<file path="config.mk">
export PLATFORM = sky130hd
export DESIGN_NAME = cpu_status_decoder
export DESIGN_NICKNAME = d
export VERILOG_FILES = /design/src/rtl/cpu_status_pkg.sv /design/src/rtl/status_hold.sv /design/src/rtl/cmd_decode.sv /design/src/rtl/cpu_status_decoder.sv
export SDC_FILE = /design/constraint.sdc
export NUM_CORES = 1
export LEC_CHECK = 0
export BUFFER_PORTS_ARGS = -buffer_cell sky130_fd_sc_hd__buf_2
export CAP_MARGIN = 20
export CELL_PAD_IN_SITES_DETAIL_PLACEMENT = 0
export CELL_PAD_IN_SITES_GLOBAL_PLACEMENT = 2
export CORE_ASPECT_RATIO = 1.4
export CORE_MARGIN = 2
export CORE_UTILIZATION = 17
export DETAILED_ROUTE_END_ITERATION = 8
export GPL_TIMING_DRIVEN = 0
export MAX_ROUTING_LAYER = met4
export PLACE_DENSITY_LB_ADDON = 0.1
export SYNTH_ARGS = -nofsm -noshare
export SYNTH_HDL_FRONTEND = slang
export SYNTH_SLANG_ARGS = --single-unit
</file>
<file path="constraint.sdc">
create_clock -name clk -period 0.8 [get_ports clk]
set_input_delay 0.16 -clock clk [delete_from_list [all_inputs] [get_ports clk]]
set_output_delay 0.16 -clock clk [all_outputs]
set_load 0.03 [all_outputs]
</file>
<file path="src/rtl/cpu_status_pkg.sv">
package cpu_status_pkg;

    localparam int STAT_W = 8;

    // Field order is fixed: bit 7 first, bit 0 last
    typedef struct packed {
        logic mem_read;   // bit 7
        logic port_in;    // bit 6
        logic opc_fetch;  // bit 5
        logic port_out;   // bit 4
        logic halt_ack;   // bit 3
        logic stack_acc;  // bit 2
        logic rd_cycle;   // bit 1
        logic int_fetch;  // bit 0
    } status_t;

    typedef struct packed {
        logic mrd;
        logic mwr;
        logic prd;
        logic pwr;
        logic iak;
    } cmd_t;   // active high internally

    localparam cmd_t CMD_IDLE = '0;

    function automatic cmd_t decode_cmd(status_t s, logic rd, logic wr_act,
                                        logic released, logic fold_io);
        cmd_t c;
        c     = CMD_IDLE;
        c.iak = rd & s.int_fetch;
        c.mrd = rd & (s.mem_read | (fold_io & s.port_in));
        c.prd = rd & s.port_in & ~fold_io;
        c.mwr = wr_act & (~s.port_out | fold_io);
        c.pwr = wr_act & s.port_out & ~fold_io;
        if (released)
            c = CMD_IDLE;
        return c;
    endfunction

endpackage

</file>
<file path="src/rtl/status_hold.sv">
module status_hold
    import cpu_status_pkg::*;
(
    input  logic              clk,
    input  logic              rst,
    input  logic              capture,
    input  logic [STAT_W-1:0] bus,
    output status_t           held
);
    status_t held_r;

    always_ff @(posedge clk) begin
        if (rst)
            held_r <= '0;
        else if (capture)
            held_r <= status_t'(bus);
    end

    assign held = held_r;
endmodule

</file>
<file path="src/rtl/cmd_decode.sv">
module cmd_decode
    import cpu_status_pkg::*;
(
    input  status_t held,
    input  logic    rd_stb,
    input  logic    wr_n,
    input  logic    dma_ack,
    input  logic    io_as_mem,
    output cmd_t    cmd
);
    always_comb begin
        cmd = decode_cmd(held, rd_stb, ~wr_n, dma_ack, io_as_mem);
    end
endmodule

</file>
<file path="src/rtl/cpu_status_decoder.sv">
module cpu_status_decoder
    import cpu_status_pkg::*;
(
    input  logic              clk,
    input  logic              rst,
    input  logic              sync_stb,
    input  logic [STAT_W-1:0] data_in,
    input  logic              rd_stb,
    input  logic              wr_n,
    input  logic              dma_ack,
    input  logic              io_as_mem,
    output logic [STAT_W-1:0] status_q,
    output logic              mem_rd_n,
    output logic              mem_wr_n,
    output logic              port_rd_n,
    output logic              port_wr_n,
    output logic              int_ack_n,
    output logic              stack_ind,
    output logic              halt_ind,
    output logic              fetch_ind
);
    status_t held;
    cmd_t    cmd;

    status_hold u_hold (
        .clk     (clk),
        .rst     (rst),
        .capture (sync_stb),
        .bus     (data_in),
        .held    (held)
    );

    cmd_decode u_dec (
        .held      (held),
        .rd_stb    (rd_stb),
        .wr_n      (wr_n),
        .dma_ack   (dma_ack),
        .io_as_mem (io_as_mem),
        .cmd       (cmd)
    );

    assign status_q  = held;
    assign mem_rd_n  = ~cmd.mrd;
    assign mem_wr_n  = ~cmd.mwr;
    assign port_rd_n = ~cmd.prd;
    assign port_wr_n = ~cmd.pwr;
    assign int_ack_n = ~cmd.iak;
    assign stack_ind = held.stack_acc;
    assign halt_ind  = held.halt_ack;
    assign fetch_ind = held.opc_fetch;
endmodule

</file>
==> results of run 1 <==
[layer usage]
| metal | GRT usage | vias up | routed length [um] |
|---|---|---|---|
| met5 | - | - | 0 |
| met4 | 0.0519 | 0 | 12 |
| met3 | 0.0184 | 2 | 86 |
| met2 | 0.141 | 23 | 505 |
| met1 | 0.0960 | 163 | 357 |
| li1 | - | 188 | - |
[cells by family after synthesis]
kind of cell,after synthesis,synth area share
AO/OA/AOI/OAI,2,0.0345
buffers and inverters,6,0.131
multiplexers,8,0.221
AND/OR/NAND/NOR,14,0.172
flip-flops,8,0.441
[worst max-delay path, stage by stage (launching register included)]
cell and delay (ns):
dfxtp_4 0.35, a21o_1 0.16, nand2_2 0.06, buf_6 0.12
[timing repair]
| action | in CTS | in global routing |
|---|---|---|
| buffers inserted | 0 | 1 |
| resized for setup | 35 | 2 |
| hold endpoints to repair | 0 | 0 |
| setup endpoints to repair | 16 | 16 |
[through the flow]
stage	TNS (ns)	cell area, um2	utilization
global placement	-0.510	562	0.281
finish	-2.53	704	0.353
detailed placement	-0.489	562	0.281
floorplan	-0.128	395	-
CTS	-2.64	691	0.346
global route	-3.08	704	0.353
[layout make-up]
type | count | share of cell area
timing repair buffer | 29 | 0.348
sequential | 8 | 0.252
multi-input combinational | 24 | 0.247
buffer | 5 | 0.0782
tap | 21 | 0.0373
clock buffer | 3 | 0.0320
inverter | 1 | 0.00533
[layout by cell type, fill, tap and decap left out, drive strengths merged]
master         Yosys  final
nor2               9      9
a21o               1      1
nand2              2      2
clkdlybuf4s18      1      1
mux2i              8      8
inv                1      1
clkbuf             0      3
buf                4     33
nand3b             2      2
dfxtp              8      8
nor2b              1      1
o21ai              1      1
[power breakdown]
group | internal (mW) | switching, mW
Clock | 0.172 | 0.140
Combinational | 0.152 | 0.151
Sequential | 0.422 | 0.0236
Total | 0.747 | 0.314
[worst min-delay path by stage]
stage	start	to	slack, ns	depth (start not counted)
after floorplan	data_in[4]	u_hold.held[4]	0.31	2
after global placement	data_in[2]	u_hold.held[2]	0.40	3
after detailed placement	data_in[3]	u_hold.held[3]	0.40	3
after CTS	data_in[3]	u_hold.held[3]	0.13	3
after global routing	data_in[5]	u_hold.held[5]	0.15	3
final	data_in[3]	u_hold.held[3]	0.14	3
==> summary.txt, run 1 <==
Worst setup path
  • Worst-case reg-to-reg path depth: 2
  • Req. time, crit path: 0.64 ns
  • CP Capture Point: mem_rd_n
  • CP startpoint: u_hold.held[6]
  • Crit path kind: flip-flop to output port
  • Crit path capture type: output port
  • Reg2reg end: u_hold.held[4]
  • Crit path max fanout: 4
  • FF-to-FF setup slack: 0.17 ns
  • Startpoint Class: flip-flop
  • Reg-to-Reg Start: u_hold.held[4]
  • WP data arrival: between 0.9 and 1 ns

Timing
  • Smallest hold slack: 0.138 ns
  • RSZ-0062 raised after global routing: true
  • Rel. slew slack: 0.843
  • Setup ws final: -0.298 ns
  • Final Cycle Share: 1.37
  • Finish-stage setup viols: 16
  • Fmax: 911 MHz
  • Worst-Margin Slew: 0.235 ns
  • Clock skew: 0 ns
  • Slew Viols, Final: 0
  • Final hold violations: 0
  • Minimum clock period: 1.10 ns

Cells and area
  • Layout fillers: 227
  • Area of the multi-input gates: between 150 and 200 um2
  • Area grow syn2layout: 94.1%
  • Final net count: 87
  • Antenna Cells: 0
  • Final std cells w/o fill: 91
  • Layout cell share with drive strength beyond 1: 0.714
  • Reg area: 178 um2
  • Number of flip-flops in the largest register: 8

Clock network
  • Clock transition at path regs: 0.06 ns
  • Clk Latency, worst-skew pair: 0.25 ns
  • Clk buf depth: 2
  • TritonCTS buffer count: 3
  • Htree depth: 1
  • TritonCTS clock tree: done
  • Root Buffer Master: clkbuf_4
  • Cts hold-fix bufs: 0
  • Clk sinks: 8

Power
  • Maximum VDD drop: 0.706 mV
  • Power Dens Cells: about 1500 nW/um2
  • Lkg Pwr: 0.347 nW
  • Pwr Total: 1.06 mW

Synth
  • Synthesized instance count: 38
  • Synth top area cells: dfxtp_1, mux2i_1, nor2_1, buf_4, nand3b_1
  • Cell Area, Synth: 363 um2
  • Top cells by count, synth: nor2_1, dfxtp_1, mux2i_1
  • Synth Warn #: 0
  • Register bit total from synthesis: 8
  • Synth area leader: dfxtp_1
  • Post-synth EDFFs: 0
  • Most frequent cell after synthesis: nor2_1
  • Post-synth top area share: 0.441
  • Seq/Total Area, Yosys: 0.441
  • Synth async-reset ratio: 0
  • Avg Inst Size Synth: 9.55 um2
  • Most used DFF post-synth: dfxtp_1
  • Mapped Nets: 53
  • Post-synth cell types: 12

Placement
  • Port bufs: 28
  • GP Congestion: 0.587
  • Final HPWL DP: ~730 um
  • Placed instance count: 87
  • Pre-CTS setup slack: -0.126 ns

Routing
  • Vias per Instance: 4.13
  • DRC Markers: 0
  • Drt wl/cell: 10.6 um
  • Antenna Nets Post-Route: 0
  • Pre-antenna DRT Iters: 1
  • DR vias: 376
  • First DRT Iteration DRCs: 0
  • Routed WL: 961 um

Outcome
  • Failing checks: negative setup slack
  • Status: finished, violations left

Worst hold path
  • Min-delay worst type: primary input to flip-flop

Floorplanning
  • Initial Util: 0.182
  • Top Ports: 31
  • Die height: between 50 and 60 um
  • Die width: approximately 43 um
  • Die ar.: 2530 um2
  • CORE AREA: 2000 um2
  • FP Rows: 19

Job
  • Max_cap viols: 0

Global routing
  • Vias in the first global route: 332
  • Largest net degree at the start of global routing: 9
  • Grt total ovfl: 0
  • First-pass GRT wire length: about 1500 um
  • Initial antenna violation count: 0
  • Total track usage: 0.0865
Note: power is estimated with default switching activity, not from simulation.
==> run 2: changes to the inputs <==
CELL_PAD_IN_SITES_GLOBAL_PLACEMENT = 1   (was 2)
CORE_ASPECT_RATIO = not set   (was 1.4)
CORE_UTILIZATION = 23   (was 17)
==> run 2 against run 1 <==
Against the previous run: the run still ends with negative setup slack left; power rose by 3.0%; via count fell by 2.1%; clock power rose by 6%; cell count fell by 3.3%; register-to-register slack got worse by 0.13 ns; worst hold slack improved by 0.0068 ns; clock-buffer cell count rose by 1; first-iteration DRC count rose by 1; critical path depth did not move; global-route usage rose by 2.6 points; worst setup slack improved by 0.0053 ns; wire length fell by 4.4%; critical endpoint unchanged.
==> summary.txt, run 2 (synthesized netlist as in run 1, its figures left out) <==
Outcome
  • Status: finished, violations left
  • Failing checks: negative setup slack

Cells and area
  • Layout fillers: 153
  • Post-layout util: 0.481
  • Layout cell share with drive strength beyond 1: 0.708
  • Most frequent cells in the layout: buf_6, buf_2, nor2_1
  • Number of flip-flops in the largest register: 8
  • Area grow syn2layout: 97.2%
  • Antenna Cells: 0
  • Commonest non-fill, non-tap cell in the layout: buf_6
  • Final Cell Area: 716 um2
  • Final net count: 88

Worst setup path
  • Worst-path cell chain: a21o_1, nand2_2, buf_6
  • Crit path depth: 3
  • WP data arrival: a little over 0.9 ns
  • Bufs and invs on worst path: 1
  • Crit path max fanout: 3
  • Crit path capture type: output port
  • Slowest stage cell, crit path: dfxtp_4
  • Startpoint Class: flip-flop
  • Worst-case reg-to-reg path depth: 3
  • Req. time, crit path: 0.64 ns
  • Largest delay share family, worst path: flip-flops
  • Crit path kind: flip-flop to output port
  • Max incr delay on CP: between 0.3 and 0.4 ns

Timing
  • Slew Viols, Final: 0
  • Final Cycle Share: 1.37
  • Rel. slew slack: 0.843
  • Setup ws final: -0.292 ns
  • Fmax: 916 MHz
  • Smallest hold slack: 0.145 ns
  • Worst-Margin Slew: 0.235 ns
  • Final hold violations: 0
  • Minimum clock period: 1.09 ns
  • Setup TNS Final: -2.56 ns
  • Finish-stage setup viols: 16
  • RSZ-0062 raised after global routing: true
  • Clock skew: 0 ns

Power
  • Power Dens Cells: 1530 nW/um2
  • Maximum VDD drop: 1.01 mV
  • Lkg Pwr: 0.355 nW

Routing
  • Vias per Instance: 4.18
  • Antenna Nets Post-Route: 0
  • DRC Markers: 0
  • Drt wl/cell: 10.4 um
  • Routed WL: 919 um
  • First DRT Iteration DRCs: 1
  • Pre-antenna DRT Iters: 2
  • DR vias: between 300 and 400

Clock network
  • Htree depth: 1
  • Root Buffer Master: clkbuf_4
  • Clock transition at path regs: 0.06 ns
  • Clk buf depth: 2
  • TritonCTS buffer count: 3
  • Clk Latency, worst-skew pair: 0.25 ns
  • TritonCTS clock tree: done
  • Clk sinks: 8

Placement
  • Placed cell areas: 556 um2
  • Pre-CTS setup slack: -0.135 ns
  • Port bufs: 28
  • GP Congestion: 0.588

Floorplanning
  • FP Rows: 14
  • Die ar.: approximately 1900 um2
  • Die width: between 40 and 50 um
  • Top Ports: 31
  • Die height: 43.7 um
  • Initial Util: 0.244
  • CORE AREA: about 1500 um2

Worst hold path
  • WHS Path Cells: 3
  • Min-delay worst type: primary input to flip-flop

Global routing
  • Initial antenna violation count: 0
  • Vias in the first global route: between 300 and 400
  • Largest net degree at the start of global routing: 9
  • Grt total ovfl: 0
  • First-pass GRT wire length: 1500 um
  • Total track usage: 0.112

Job
  • Max_cap viols: 0
==> run 2: changes by cell type in the layout (fill, tap and decap cells not counted), sizes merged <==
cell	previous run	this run
clkbuf	3	4
buf	33	34
==> run 2: worst paths after layout <==
check / startpoint / end / slack (ns)
worst min-delay path: data_in[0] / u_hold.held[0] / 0.15
worst min register to register: u_hold.held[1] / u_hold.held[1] / 0.50
worst max-delay path: u_hold.held[6] / mem_rd_n / -0.29
worst max register to register: u_hold.held[6] / u_hold.held[6] / 0.04
==> run 2: layout make-up <==
type | instances | area, um2 | area share
plain buffers | 5 | 55.1 | 0.0769
clock buffers | 4 | 26.3 | 0.0367
inverters | 1 | 6.26 | 0.00874
multi-input cells | 24 | 174 | 0.243
flip-flops and latches | 8 | 175 | 0.245
well taps | 16 | 20.0 | 0.0280
repair buffers | 30 | 259 | 0.362
==> run 2: power by group <==
part / switching, mW / internal [mW]
clock: 0.140 / 0.191
combinational: 0.154 / 0.160
sequential: 0.0233 / 0.424
total: 0.317 / 0.775
==> run 2: worst reg2reg max path: cells and delay by family (launching register included) <==
kind	cells	cell delay, ns
buffers and inverters	1	0.13
AND/OR/NAND/NOR	1	0.05
flip-flops	1	0.34
multiplexers	1	0.12
==> run 2: routing by layer <==
layer  vias to the layer above  global-route usage  wire, um
met4                         0              0.0727         0
met1                       158               0.130       376
li1                        190                   -         -
met5                         -                   -         0
met2                        20               0.174       465
met3                         0              0.0250        78
==> run 2: stage by stage <==
stage / total power [mW] / std cells
5_1_grt: 1.15 / 88
3_3_place_gp: 0.696 / 82
4_1_cts: 1.11 / 87
2_1_floorplan: 0.616 / 38
6_report: 1.09 / 88
3_5_place_dp: 0.696 / 82
==> run 2: timing repair <==
action                     CTS  global route
setup endpoints to repair   16            16
pin swaps                    1             1
hold buffers                 0             0
resized for setup           37             2
cloned                       0             0
buffers inserted             1             1
